--- src/rtl/brc_pkg.sv ---
package brc_pkg;

  typedef enum logic [0:0] {
    ST_IDLE = 1'b0,
    ST_ACC  = 1'b1
  } brc_state_e;

  // log2 of the bus width in bytes: 8-bit -> 0, 16-bit -> 1, 32-bit -> 2
  function automatic logic [1:0] step_lg2(input logic [1:0] width_code);
    logic [1:0] r;
    case (width_code)
      2'd0:    r = 2'd0;
      2'd1:    r = 2'd1;
      default: r = 2'd2;
    endcase
    return r;
  endfunction

  // log2 of the access count, with illegal width/length pairs forced to 4
  function automatic logic [2:0] beats_lg2(input logic [1:0] width_code,
                                           input logic [1:0] burst_code);
    logic [2:0] r;
    if (burst_code == 2'd0) begin
      r = 3'd0;
    end else begin
      r = {1'b0, burst_code} + 3'd1;
      if (width_code == 2'd1 && r == 3'd4) r = 3'd2;
      if (width_code[1] && r > 3'd2)        r = 3'd2;
    end
    return r;
  endfunction

endpackage

--- src/rtl/brc_cfg_decode.sv ---
module brc_cfg_decode
  import brc_pkg::*;
#(
  parameter int DATA_W = 32,
  parameter int BEAT_W = 5
) (
  input  logic [1:0]        width_code,
  input  logic [1:0]        burst_code,
  output logic [1:0]        step_lg,
  output logic [2:0]        beats_lg,
  output logic              burst_on,
  output logic [BEAT_W-1:0] last_beat,
  output logic [DATA_W-1:0] data_mask
);
  localparam int LOW8  = (DATA_W < 8)  ? DATA_W : 8;
  localparam int LOW16 = (DATA_W < 16) ? DATA_W : 16;

  always_comb begin
    step_lg   = step_lg2(width_code);
    beats_lg  = beats_lg2(width_code, burst_code);
    burst_on  = (burst_code != 2'd0);
    last_beat = (BEAT_W'(1) << beats_lg) - BEAT_W'(1);
    case (step_lg)
      2'd0:    data_mask = DATA_W'({LOW8{1'b1}});
      2'd1:    data_mask = DATA_W'({LOW16{1'b1}});
      default: data_mask = {DATA_W{1'b1}};
    endcase
  end
endmodule

--- src/rtl/brc_addr_step.sv ---
module brc_addr_step #(
  parameter int ADDR_W = 26
) (
  input  logic [ADDR_W-1:0] cur_addr,
  input  logic [1:0]        step_lg,
  input  logic [2:0]        beats_lg,
  output logic [ADDR_W-1:0] next_addr
);
  logic [2:0]        blk_lg;
  logic [ADDR_W-1:0] step_bytes;
  logic [ADDR_W-1:0] blk_mask;
  logic [ADDR_W-1:0] sum;

  always_comb begin
    blk_lg     = {1'b0, step_lg} + beats_lg;
    step_bytes = ADDR_W'(1) << step_lg;
    blk_mask   = (ADDR_W'(1) << blk_lg) - ADDR_W'(1);
    sum        = cur_addr + step_bytes;
    next_addr  = (cur_addr & ~blk_mask) | (sum & blk_mask);
  end
endmodule

--- src/rtl/brc_access_timer.sv ---
module brc_access_timer #(
  parameter int WAIT_W = 4
) (
  input  logic              clk,
  input  logic              rst_n,
  input  logic              active,
  input  logic              first,
  input  logic              burst_on,
  input  logic [WAIT_W-1:0] wait_cnt,
  input  logic              sample_en,
  input  logic              wait_n,
  output logic              at_nominal,
  output logic              last
);
  logic [WAIT_W-1:0] cnt_q;
  logic [WAIT_W-1:0] tgt;

  always_comb begin
    tgt = wait_cnt;
    // later burst accesses never shorter than two cycles
    if (!first && burst_on && wait_cnt == '0) tgt = WAIT_W'(1);
    at_nominal = active && (cnt_q >= tgt);
    last       = at_nominal && !(sample_en && !wait_n);
  end

  always_ff @(posedge clk) begin
    if (!rst_n)                 cnt_q <= '0;
    else if (!active || last)   cnt_q <= '0;
    else if (!at_nominal)       cnt_q <= cnt_q + WAIT_W'(1);
  end
endmodule

--- src/rtl/brc_burst_rom.sv ---
module brc_burst_rom
  import brc_pkg::*;
#(
  parameter int ADDR_W = 26,
  parameter int DATA_W = 32,
  parameter int WAIT_W = 4
) (
  input  logic              clk,
  input  logic              rst_n,
  input  logic              req_valid,
  output logic              req_ready,
  input  logic [ADDR_W-1:0] req_addr,
  input  logic              req_cwb,
  input  logic              req_dma16,
  input  logic [1:0]        cfg_width,
  input  logic [1:0]        cfg_burst,
  input  logic [WAIT_W-1:0] cfg_wait,
  output logic              rom_cs_n,
  output logic [ADDR_W-1:0] rom_addr,
  input  logic [DATA_W-1:0] rom_data,
  input  logic              rom_wait_n,
  output logic              rd_valid,
  output logic [DATA_W-1:0] rd_data,
  output logic              rd_done
);
  localparam int BEAT_W = 5;

  brc_state_e        state_q;
  logic [1:0]        width_q;
  logic [1:0]        burst_q;
  logic [WAIT_W-1:0] wait_q;
  logic              ign_q;
  logic [ADDR_W-1:0] addr_q;
  logic [BEAT_W-1:0] beat_q;
  logic              vld_q;
  logic              done_q;
  logic [DATA_W-1:0] data_q;

  logic [1:0]        step_lg;
  logic [2:0]        beats_lg;
  logic              burst_on;
  logic [BEAT_W-1:0] last_beat;
  logic [DATA_W-1:0] data_mask;
  logic [ADDR_W-1:0] next_addr;
  logic [ADDR_W-1:0] align_mask;
  logic              accept;
  logic              active;
  logic              first;
  logic              sample_en;
  logic              at_nominal;
  logic              acc_end;
  logic              final_beat;

  brc_cfg_decode #(.DATA_W(DATA_W), .BEAT_W(BEAT_W)) dec_i (
    .width_code (width_q),
    .burst_code (burst_q),
    .step_lg    (step_lg),
    .beats_lg   (beats_lg),
    .burst_on   (burst_on),
    .last_beat  (last_beat),
    .data_mask  (data_mask)
  );

  brc_addr_step #(.ADDR_W(ADDR_W)) step_i (
    .cur_addr  (addr_q),
    .step_lg   (step_lg),
    .beats_lg  (beats_lg),
    .next_addr (next_addr)
  );

  brc_access_timer #(.WAIT_W(WAIT_W)) tmr_i (
    .clk        (clk),
    .rst_n      (rst_n),
    .active     (active),
    .first      (first),
    .burst_on   (burst_on),
    .wait_cnt   (wait_q),
    .sample_en  (sample_en),
    .wait_n     (rom_wait_n),
    .at_nominal (at_nominal),
    .last       (acc_end)
  );

  always_comb begin
    active     = (state_q == ST_ACC);
    req_ready  = (state_q == ST_IDLE);
    accept     = req_valid && req_ready;
    first      = (beat_q == '0);
    sample_en  = !ign_q && (!first || wait_q != '0);
    final_beat = (beat_q == last_beat);
    align_mask = (ADDR_W'(1) << step_lg2(cfg_width)) - ADDR_W'(1);
    rom_cs_n   = !active;
    rom_addr   = addr_q;
    rd_valid   = vld_q;
    rd_done    = done_q;
    rd_data    = data_q;
  end

  always_ff @(posedge clk) begin
    if (!rst_n) begin
      state_q <= ST_IDLE;
      width_q <= '0;
      burst_q <= '0;
      wait_q  <= '0;
      ign_q   <= 1'b0;
      addr_q  <= '0;
      beat_q  <= '0;
      vld_q   <= 1'b0;
      done_q  <= 1'b0;
      data_q  <= '0;
    end else begin
      vld_q  <= acc_end;
      done_q <= acc_end && final_beat;
      if (accept) begin
        state_q <= ST_ACC;
        width_q <= cfg_width;
        burst_q <= cfg_burst;
        wait_q  <= cfg_wait;
        ign_q   <= req_cwb || req_dma16;
        addr_q  <= req_addr & ~align_mask;
        beat_q  <= '0;
      end else if (acc_end) begin
        data_q <= rom_data & data_mask;
        if (final_beat) begin
          state_q <= ST_IDLE;
        end else begin
          beat_q <= beat_q + BEAT_W'(1);
          addr_q <= next_addr;
        end
      end
    end
  end
endmodule

--- config.mk ---
export PLATFORM = sky130hd
export DESIGN_NAME = brc_burst_rom
export DESIGN_NICKNAME = d
export VERILOG_FILES = /design/src/rtl/brc_pkg.sv /design/src/rtl/brc_cfg_decode.sv /design/src/rtl/brc_addr_step.sv /design/src/rtl/brc_access_timer.sv /design/src/rtl/brc_burst_rom.sv
export SDC_FILE = /design/constraint.sdc
export NUM_CORES = 1
export LEC_CHECK = 0
export CORE_MARGIN = 2
export CORE_UTILIZATION = 45
export CTS_CLUSTER_DIAMETER = 30
export DETAILED_ROUTE_END_ITERATION = 16
export GPL_ROUTABILITY_DRIVEN = 0
export GPL_TIMING_DRIVEN = 1
export PLACE_DENSITY = 0.78
export SLEW_MARGIN = 20
export SYNTH_ARGS = -nofsm -noshare
export SYNTH_HDL_FRONTEND = slang
export SYNTH_SLANG_ARGS = --single-unit
--- constraint.sdc ---
create_clock -name clk -period 4.55 [get_ports clk]
set_clock_uncertainty 0.2 [all_clocks]
set_input_delay 0.91 -clock clk [delete_from_list [all_inputs] [get_ports clk]]
set_output_delay 0.91 -clock clk [all_outputs]
set_load 0.01 [all_outputs]
==> results.rst, run 1 <==
.. list-table::
   :header-rows: 1

   * - Metric
     - Value
   * - Post-synth EDFFs
     - 0
   * - Floorplan core area
     - 9110 sq um
   * - Leakage power total
     - 2.03 nW
   * - Vias in the first global route
     - 3,985
   * - Number of cells produced by synthesis
     - 515
   * - Top cell by count, worst path
     - sky130_fd_sc_hd__ha_1
   * - Max-slew violation count
     - 0
   * - Largest stage delay, worst path
     - 0.43 ns
   * - Final-report hold violation count
     - 0
   * - Global route overflow
     - 0
   * - Clock sink total
     - 79
   * - Post-synthesis to final-layout area growth
     - 38.8%
   * - CTS Buffer Depth
     - 2
   * - Number of optimization iterations in the first detailed-route pass
     - 5
   * - Share of flip-flops with an asynchronous set or reset after synthesis
     - 0%
   * - RSZ-0062 raised after global routing
     - no
   * - Cell at the root of the clock tree
     - sky130_fd_sc_hd__clkbuf_8
   * - P_int
     - 1.24 mW
   * - Total Power
     - 1.77 mW
   * - Quantity of I/O buffers inserted on ports
     - 133
   * - Final cell area excluding filler cells
     - 5800 sq um
   * - Final antenna diode count
     - 0
   * - DIE WIDTH
     - 100 um
   * - Result of the run
     - completed
   * - Clk pwr share
     - 33.2%
   * - Global-route wire length before repair
     - 18.8 mm
   * - Distinct cell type count after synthesis
     - 57
   * - Normalized max-slew margin
     - 41.3%
   * - Nets@finish
     - 727
   * - Critical path's slowest cell
     - sky130_fd_sc_hd__dfxtp_1
   * - PostCTS Resize Cnt
     - 0
   * - Net count after synthesis
     - 606
   * - Final setup violation count
     - 0
   * - Max FO, Critical Path
     - 11
   * - Wire length per cell after detailed routing
     - 15.7 um
   * - Final routed DRC violation total
     - 0
   * - Total negative slack for setup checks
     - 0 ns
   * - CTS clk-pin slew, worst paths
     - 0.09 ns
   * - Post-synth top flop
     - sky130_fd_sc_hd__dfxtp_1
   * - Yosys warns
     - 0
   * - Most common cell in the synthesized netlist
     - sky130_fd_sc_hd__nand2_1
   * - Die extent in y
     - 100 um
   * - Post-layout util
     - 63.7%
   * - Switch Pwr
     - 528 uW
   * - Fraction of power consumed by sequential logic
     - 43.3%
   * - Routed wire length
     - 11.8 mm
   * - Pin count of the biggest net entering global routing
     - 47
   * - Reg2Reg Setup Slack
     - 0.56 ns
   * - Minimum clock period after layout
     - 3.99 ns
   * - Proportion of synthesized chip area in sequential cells
     - 37.8%
   * - Achievable clock frequency
     - 250 MHz
   * - Layout cells sized above 1
     - 5.93%
   * - Count of H-tree levels built during CTS
     - 3
   * - Transition time of the tightest slew-check pin
     - 0.877 ns
   * - Required arrival time at the worst endpoint
     - 4.60 ns
   * - Type of origin of the critical path
     - flip-flop
   * - Fraction of synthesized cell area taken by the top area cell type
     - 37.8%
   * - Category of the critical setup timing path
     - reg2reg
   * - Via Count
     - 4,136
   * - Commonest cells in the netlist
     - sky130_fd_sc_hd__nand2_1, sky130_fd_sc_hd__dfxtp_1, sky130_fd_sc_hd__a21boi_0
   * - Crit path buffers/inverters
     - 3
   * - Number of cells in the finished layout apart from fillers
     - 752
   * - Worst EP arrival
     - 4.04 ns
   * - Cell type group with the largest total delay on the critical path
     - adder cells
   * - Post-CTS Setup Inserts
     - 0
   * - Fraction of power spent switching nets
     - 29.9%
   * - Cell area after placement
     - 5580 sq um
   * - Area of the die
     - 10,100 sq um
   * - Post-route ant nets
     - 0
   * - Final HPWL DP
     - 8.49 mm
   * - Count of hold buffers inserted by post-cts repair
     - 0
   * - CTS tree
     - yes
   * - Total placed cells including tap cells
     - 736
   * - Total CTS buffers
     - 9
   * - Starting DRT DRC Count
     - 241
   * - Path class of the lowest-slack min-delay path
     - reg2reg
   * - Ranking of synthesized cells by area
     - sky130_fd_sc_hd__dfxtp_1, sky130_fd_sc_hd__a21boi_0, sky130_fd_sc_hd__nand2_1, sky130_fd_sc_hd__ha_1, sky130_fd_sc_hd__nand3_1
   * - Average via count per standard cell
     - 5.50
   * - Fraction of the cycle the final worst path needs
     - 87.8%
   * - Power per standard cell area
     - 305 nW/um^2
   * - Clock latency on the worst-skew pair
     - 0.36 ns
   * - Initial Util
     - 45.9%
   * - Crit path capture type
     - flip-flop
   * - Placement row count
     - 35
   * - Critical-path cell list
     - inv_1 -> ha_1 -> nor3_1 -> ha_1 -> inv_1 -> fa_1 -> xor2_1 -> buf_4 -> nand3b_1 -> ha_1 -> nand3_1 -> nor3_2 -> a211oi_1 -> a311oi_1
   * - # IOs
     - 134
   * - GRT Overall Usage
     - 23.2%
   * - MaxCap Viol Count
     - 0
   * - Gate power share
     - 23.5%
   * - Post-synthesis cell area
     - 4180 sq um
   * - Cell accounting for the most synthesized area
     - sky130_fd_sc_hd__dfxtp_1
   * - Average cell area after synthesis
     - 8.11 sq um
   * - Worst IR Drop VDD
     - 0.000176 V
   * - Initial antenna violation count
     - 0
   * - Number of register bits inferred by synthesis
     - 79
[cells by family after synthesis]
family / synth area share, %
AO/OA/AOI/OAI: 20.6
XOR/XNOR: 3.74
adder cells (fa/ha/maj): 6.05
buffers and inverters: 5.00
flip-flops: 37.8
multiplexers: 0.778
other: 0.0897
AND/OR/NAND/NOR: 25.9
[stage by stage]
step / hold slack (ns) / setup slack [ns]
after detailed placement: 0.254 / 0.640
final: 0.264 / 0.557
after CTS: 0.267 / 0.569
after global placement: 0.248 / 0.894
after floorplan: 0.256 / 0.837
after global routing: 0.294 / 0.271
[worst register-to-register path, stage by stage, from the launching register on]
cell and delay, ns:
sky130_fd_sc_hd__dfxtp_1 0.43, sky130_fd_sc_hd__inv_1 0.12, sky130_fd_sc_hd__ha_1 0.31, sky130_fd_sc_hd__nor3_1 0.24
sky130_fd_sc_hd__ha_1 0.18, sky130_fd_sc_hd__inv_1 0.05, sky130_fd_sc_hd__fa_1 0.36, sky130_fd_sc_hd__xor2_1 0.17
sky130_fd_sc_hd__buf_4 0.18, sky130_fd_sc_hd__nand3b_1 0.13, sky130_fd_sc_hd__ha_1 0.33, sky130_fd_sc_hd__nand3_1 0.33
sky130_fd_sc_hd__nor3_2 0.41, sky130_fd_sc_hd__a211oi_1 0.15, sky130_fd_sc_hd__a311oi_1 0.28
[final timing paths]
| kind | end | cells past startpoint | from |
|---|---|---|---|
| min | rd_data[18] | 2 | rd_data[18] |
| max | flip-flop | 14 | burst_q[0] |
| min reg2reg | rd_data[18] | 2 | rd_data[18] |
| max reg2reg | flip-flop | 14 | burst_q[0] |
[cells in the final DEF, fill, tap and decap left out, drive strengths merged, types with 3 or more instances in the layout]
master,count
clkdlybuf4s50,132
nand2,96
dfxtp,79
a21boi,48
nand3,36
o21ai,28
nor2,23
inv,20
ha,17
a21oi,16
xnor2,12
nor3,10
clkbuf,10
nor4,9
nor3b,9
buf,9
a211oi,7
xor2,5
nand2b,5
o22ai,5
nand4,5
and2,4
nor4b,4
nor2b,4
o21bai,3
o31ai,3
o21a,3
or2,3
[power by group through the flow]
stage,registers (mW),logic (mW),clock network [mW]
after floorplan,0.785,0.216,0
after global placement,0.778,0.401,0
after detailed placement,0.780,0.411,0
after CTS,0.764,0.415,0.594
after global routing,0.770,0.454,0.624
final,0.764,0.415,0.587
[layout make-up]
type                            instances  area (sq um)
Sequential cell                        79          1580
Tap cell                              111           139
Clock buffer                           10           128
Inverter                               19          71.3
Fill cell                             815          3310
Timing Repair Buffer                  141          1390
Clock inverter                          6          92.6
Multi-Input combinational cell        386          2400
[routing by layer]
layer,share of wire [%],GRT usage [%]
met1,43,29.1
met2,48,38.9
met4,2.8,10.2
met5,0,0
met3,5.3,4.39
No activity file was read; power rests on OpenSTA's default activity.
==> inputs of run 2 (changes only) <==
- CORE_UTILIZATION: 45 -> 47
- HOLD_SLACK_MARGIN: unset -> 0.08
- PLACE_DENSITY: 0.78 -> 0.81
==> results.rst, run 2 (synthesized netlist as in run 1, its figures left out) <==
.. list-table::
   :header-rows: 1

   * - Metric
     - Value
   * - DIE WIDTH
     - 98.3 um
   * - Pin count of the biggest net entering global routing
     - 63
   * - RSZ-0062 raised after global routing
     - no
   * - Multi-input gate area in the final layout
     - 2400 sq um
   * - CTS tree
     - yes
   * - Clock sink total
     - 79
   * - Min-Delay Startpoint
     - rd_data[2]
   * - Fraction of the cycle the final worst path needs
     - 84.7%
   * - Initial antenna violation count
     - 0
   * - Initial Util
     - 48.2%
   * - Category of the critical setup timing path
     - reg2reg
   * - Count of H-tree levels built during CTS
     - 3
   * - Layout filler cell count
     - 711
   * - Hold Crit Endpoint
     - rd_data[2]
   * - Power per standard cell area
     - 313 nW/um^2
   * - Transition time of the tightest slew-check pin
     - 0.964 ns
   * - Highest-count cells in the layout ignoring fill and taps
     - sky130_fd_sc_hd__clkdlybuf4s50_1, sky130_fd_sc_hd__nand2_1, sky130_fd_sc_hd__dfxtp_1
   * - CTS clk-pin slew, worst paths
     - 0.08 ns
   * - Nets@finish
     - 728
   * - Clock latency on the worst-skew pair
     - 0.36 ns
   * - Global route overflow
     - 0
   * - Routed length on met1
     - 5.30 mm
   * - Cell area after placement
     - 5580 sq um
   * - Final routed DRC violation total
     - 0
   * - Worst IR Drop VDD
     - 0.000176 V
   * - Area of the die
     - 9660 sq um
   * - Layout cells sized above 1
     - 5.92%
   * - Final cell area excluding filler cells
     - 5820 sq um
   * - Minimum clock period after layout
     - 3.86 ns
   * - Number of stages on the worst hold path
     - 2
   * - Reg2Reg Setup Slack
     - 0.69 ns
   * - Count of hold buffers inserted by post-cts repair
     - 0
   * - Result of the run
     - completed
   * - Total CTS buffers
     - 9
   * - Total negative slack for setup checks
     - 0 ns
   * - Commonest non-fill, non-tap cell in the layout
     - sky130_fd_sc_hd__clkdlybuf4s50_1
   * - Achievable clock frequency
     - 259 MHz
   * - Placement row count
     - 34
   * - Max FO, Critical Path
     - 11
   * - Cell at the root of the clock tree
     - sky130_fd_sc_hd__clkbuf_8
   * - GRT Overall Usage
     - 24.2%
   * - Starting DRT DRC Count
     - 245
   * - Vias in the first global route
     - 3,959
   * - Met2 Wirelength
     - 5.62 mm
   * - PostCTS Resize Cnt
     - 0
   * - Average via count per standard cell
     - 5.56
   * - Reg-to-reg critical path startpoint
     - burst_q[0]
   * - Leakage power total
     - 2.05 nW
   * - Final setup violation count
     - 0
   * - Crit path capture type
     - flip-flop
   * - Max-slew violation count
     - 0
   * - Final-report hold violation count
     - 0
   * - Wire length per cell after detailed routing
     - 15.6 um
   * - Highest Signal Layer
     - met4
   * - Post-CTS Setup Inserts
     - 0
   * - Required arrival time at the worst endpoint
     - 4.61 ns
   * - Quantity of I/O buffers inserted on ports
     - 133
   * - Via Count
     - 4,173
   * - MaxCap Viol Count
     - 0
   * - Worst reg2reg path depth
     - 14
   * - Final HPWL DP
     - 8.47 mm
   * - CTS Buffer Depth
     - 2
   * - Post-route ant nets
     - 0
   * - Final antenna diode count
     - 0
   * - Global-route wire length before repair
     - 19.1 mm
   * - Path class of the lowest-slack min-delay path
     - reg2reg
   * - Post-synthesis to final-layout area growth
     - 39.4%
   * - # IOs
     - 134
   * - Routed length on met3
     - 568 um
   * - Number of optimization iterations in the first detailed-route pass
     - 4
   * - Worst EP arrival
     - 3.92 ns
   * - Combined flip-flop and latch cell area
     - 1580 sq um
   * - Normalized max-slew margin
     - 35.7%
   * - Die extent in y
     - 98.3 um
   * - Floorplan core area
     - 8680 sq um
   * - Type of origin of the critical path
     - flip-flop
   * - Routed wire length
     - 11.7 mm
-- run 2: changes by cell type in the layout (fill, tap and decap cells not counted) --
| cell | before | now |
|---|---|---|
| sky130_fd_sc_hd__bufinv_16 | 2 | 3 |
| sky130_fd_sc_hd__clkinv_4 | 1 | 2 |
| sky130_fd_sc_hd__nand2_1 | 95 | 96 |
| sky130_fd_sc_hd__clkinvlp_4 | 2 | 0 |
| sky130_fd_sc_hd__buf_4 | 8 | 9 |
| sky130_fd_sc_hd__nand2_2 | 1 | 0 |
-- run 2: per-stage QoR --
stage	setup slack, ns	total power [mW]	instances	hold WS [ns]	util, %
2_1_floorplan	0.837	1.00	515	0.256	-
3_3_place_gp	0.933	1.18	734	0.249	64.3
3_5_place_dp	0.747	1.19	734	0.256	64.3
4_1_cts	0.749	1.82	750	0.270	67.1
5_1_grt	0.429	1.90	750	0.294	67.1
6_report	0.694	1.82	750	0.266	67.1
-- run 2: final cells by class --
class                      instances  share of cell area, %
multi-input combinational        386                   41.2
sequential                        79                   27.2
timing repair buffer             142                   23.9
tap                              108                   2.32
clock buffer                      10                   2.19
clock inverter                     6                   2.00
inverter                          19                   1.22
-- run 2: worst max path at each step --
stage	start	end	slack [ns]	depth (start not counted)
3_3_place_gp	burst_q[0]	flip-flop	0.93	14
2_1_floorplan	width_q[1]	flip-flop	0.84	16
4_1_cts	burst_q[0]	flip-flop	0.75	14
3_5_place_dp	burst_q[0]	flip-flop	0.75	14
5_1_grt	burst_q[0]	flip-flop	0.43	14
6_report	burst_q[0]	flip-flop	0.69	14
-- run 2: power breakdown --
part | leakage, nW | switching (mW) | internal (mW)
logic | 1.28 | 0.215 | 0.200
registers | 0.644 | 0.0366 | 0.728
clock network | 0.121 | 0.273 | 0.369
total | 2.05 | 0.525 | 1.30
-- run 2: critical path: stages (launching register included) --
cell and delay (ns):
sky130_fd_sc_hd__dfxtp_1 0.43, sky130_fd_sc_hd__inv_1 0.12, sky130_fd_sc_hd__ha_1 0.31, sky130_fd_sc_hd__nor3_1 0.22, sky130_fd_sc_hd__ha_1 0.17, sky130_fd_sc_hd__inv_1 0.05
sky130_fd_sc_hd__fa_1 0.37, sky130_fd_sc_hd__xor2_1 0.18, sky130_fd_sc_hd__buf_4 0.19, sky130_fd_sc_hd__nand3b_1 0.13, sky130_fd_sc_hd__ha_1 0.34, sky130_fd_sc_hd__nand3_1 0.32
sky130_fd_sc_hd__nor3_2 0.39, sky130_fd_sc_hd__a211oi_1 0.13, sky130_fd_sc_hd__a311oi_1 0.22
-- run 2: per-layer routing --
layer	up-vias	global-route usage [%]
met3	20	4.01
met2	121	39.2
met4	0	8.75
met1	1999	32.6
li1	2033	-
met5	-	0
==> inputs of run 3 (changes only) <==
- CORE_UTILIZATION: 47 -> 42
- PLACE_DENSITY: 0.81 -> 0.77
- clock period: 4.55 -> 3.3 ns (I/O delays scaled with it)
==> results.rst, run 3 (synthesized netlist as in run 1, its figures left out) <==
.. list-table::
   :header-rows: 1

   * - Metric
     - Value
   * - Multi-input gate area in the final layout
     - 2480 sq um
   * - Average via count per standard cell
     - 5.32
   * - Worst EP arrival
     - 3.24 ns
   * - Placement row count
     - 36
   * - Routed wire length
     - 12.3 mm
   * - Post-synthesis to final-layout area growth
     - 45.4%
   * - Cell at the root of the clock tree
     - sky130_fd_sc_hd__clkbuf_8
   * - Initial antenna violation count
     - 0
   * - Area of the die
     - 10,800 sq um
   * - Transition time of the tightest slew-check pin
     - 0.625 ns
   * - Layout cells sized above 1
     - 11.2%
   * - Final setup violation count
     - 0
   * - Worst IR Drop VDD
     - 0.000344 V
   * - MaxCap Viol Count
     - 0
   * - Combined flip-flop and latch cell area
     - 1590 sq um
   * - Hold Crit Endpoint
     - rd_data[30]
   * - Global route overflow
     - 0
   * - Total Power
     - 2.50 mW
   * - Global-route wire length before repair
     - 19.8 mm
   * - Final Worst Setup Slack
     - 0.157 ns
   * - Total negative slack for setup checks
     - 0 ns
   * - Vias in the first global route
     - 4,071
   * - CTS tree
     - yes
   * - Achievable clock frequency
     - 318 MHz
   * - Clock sink total
     - 79
   * - Required arrival time at the worst endpoint
     - 3.39 ns
   * - Initial Util
     - 43.0%
   * - Place WS
     - -0.0265 ns
   * - Reg2Reg Setup Slack
     - 0.16 ns
   * - Die extent in y
     - 104 um
   * - Min-Delay Startpoint
     - rd_data[30]
   * - Final routed DRC violation total
     - 0
   * - Reg-to-reg critical path startpoint
     - burst_q[1]
   * - Normalized max-slew margin
     - 58.3%
   * - Result of the run
     - completed
   * - Power per standard cell area
     - 412 nW/um^2
   * - Post-route ant nets
     - 0
   * - Count of H-tree levels built during CTS
     - 3
   * - Post-layout util
     - 62.4%
   * - Layout filler cell count
     - 866
   * - Worst reg2reg path depth
     - 14
   * - Final cell area excluding filler cells
     - 6070 sq um
   * - Via Count
     - 4,212
   * - CTS clk-pin slew, worst paths
     - 0.09 ns
   * - Count of hold buffers inserted by post-cts repair
     - 0
   * - Final-report hold violation count
     - 0
   * - Max-slew violation count
     - 0
   * - Highest-count cells in the layout ignoring fill and taps
     - sky130_fd_sc_hd__clkdlybuf4s50_1, sky130_fd_sc_hd__nand2_1, sky130_fd_sc_hd__dfxtp_1
   * - Crit path capture type
     - flip-flop
   * - Number of stages on the worst hold path
     - 2
   * - Type of origin of the critical path
     - flip-flop
   * - Floorplan core area
     - 9730 sq um
   * - Final HPWL DP
     - 9.03 mm
   * - Total CTS buffers
     - 9
   * - Path class of the lowest-slack min-delay path
     - reg2reg
   * - Cell area after placement
     - 5750 sq um
   * - Category of the critical setup timing path
     - reg2reg
   * - Final antenna diode count
     - 0
   * - Number of optimization iterations in the first detailed-route pass
     - 4
   * - Minimum clock period after layout
     - 3.14 ns
   * - Quantity of I/O buffers inserted on ports
     - 133
   * - Leakage power total
     - 2.14 nW
   * - Worst hold-check slack
     - 0.262 ns
   * - Max FO, Critical Path
     - 7
   * - GRT Overall Usage
     - 22.3%
   * - Pin count of the biggest net entering global routing
     - 38
   * - Fraction of the cycle the final worst path needs
     - 95.2%
   * - Wire length per cell after detailed routing
     - 15.5 um
   * - Starting DRT DRC Count
     - 194
   * - CTS Buffer Depth
     - 2
   * - Commonest non-fill, non-tap cell in the layout
     - sky130_fd_sc_hd__clkdlybuf4s50_1
   * - DIE WIDTH
     - 104 um
   * - Number of cells in the finished layout apart from fillers
     - 792
   * - Nets@finish
     - 745
   * - Clock latency on the worst-skew pair
     - 0.36 ns
   * - # IOs
     - 134
   * - Total placed cells including tap cells
     - 772
[run 3: how the worst max path moves through the flow]
stage	endpoint	from	slack (ns)	cells after the start
floorplan	flip-flop	width_q[1]	0.003	16
global placement	flip-flop	burst_q[0]	0.09	13
detailed placement	flip-flop	burst_q[1]	-0.03	13
CTS	flip-flop	burst_q[1]	0.03	13
global route	flip-flop	burst_q[1]	-0.009	14
finish	flip-flop	burst_q[1]	0.16	14
[run 3: report_power, final]
group	switching, mW	internal (mW)	total [mW]
Combinational	0.319	0.316	0.635
Clock	0.382	0.432	0.814
Sequential	0.0514	1.00	1.06
Total	0.752	1.75	2.50
[run 3: metal layers]
| layer | track usage [%] | wire length, um | up-vias |
|---|---|---|---|
| met5 | 0 | 0 | - |
| met4 | 8.20 | 291 | 0 |
| met3 | 5.35 | 683 | 26 |
| met2 | 37.6 | 6000 | 117 |
| met1 | 27.8 | 5290 | 2006 |
| li1 | - | - | 2063 |
[run 3: critical path, stage by stage, from the launching register on]
cell,delay (ns)
sky130_fd_sc_hd__dfxtp_2,0.34
sky130_fd_sc_hd__ha_2,0.19
sky130_fd_sc_hd__a21o_1,0.21
sky130_fd_sc_hd__nor3_2,0.11
sky130_fd_sc_hd__ha_2,0.18
sky130_fd_sc_hd__inv_1,0.04
sky130_fd_sc_hd__fa_2,0.56
sky130_fd_sc_hd__buf_6,0.15
sky130_fd_sc_hd__nor2_2,0.05
sky130_fd_sc_hd__nand2_1,0.09
sky130_fd_sc_hd__inv_1,0.05
sky130_fd_sc_hd__ha_1,0.25
sky130_fd_sc_hd__nand4b_1,0.17
sky130_fd_sc_hd__or3_1,0.32
sky130_fd_sc_hd__a31oi_1,0.15
[run 3: area by class of cell]
cell class | instances | share of cell area [%]
repair buffers | 159 | 25.5
flip-flops and latches | 79 | 26.1
clock buffers | 10 | 2.10
clock inverters | 6 | 1.50
inverters | 19 | 1.17
well taps | 133 | 2.74
multi-input cells | 386 | 40.9
[run 3: what timing repair did]
item	in CTS	in global routing
hold endpoints to repair	0	0
gates resized for setup	1	15
setup endpoints to repair	10	19
cloned	0	0
setup buffers	1	3
pin swaps	0	5
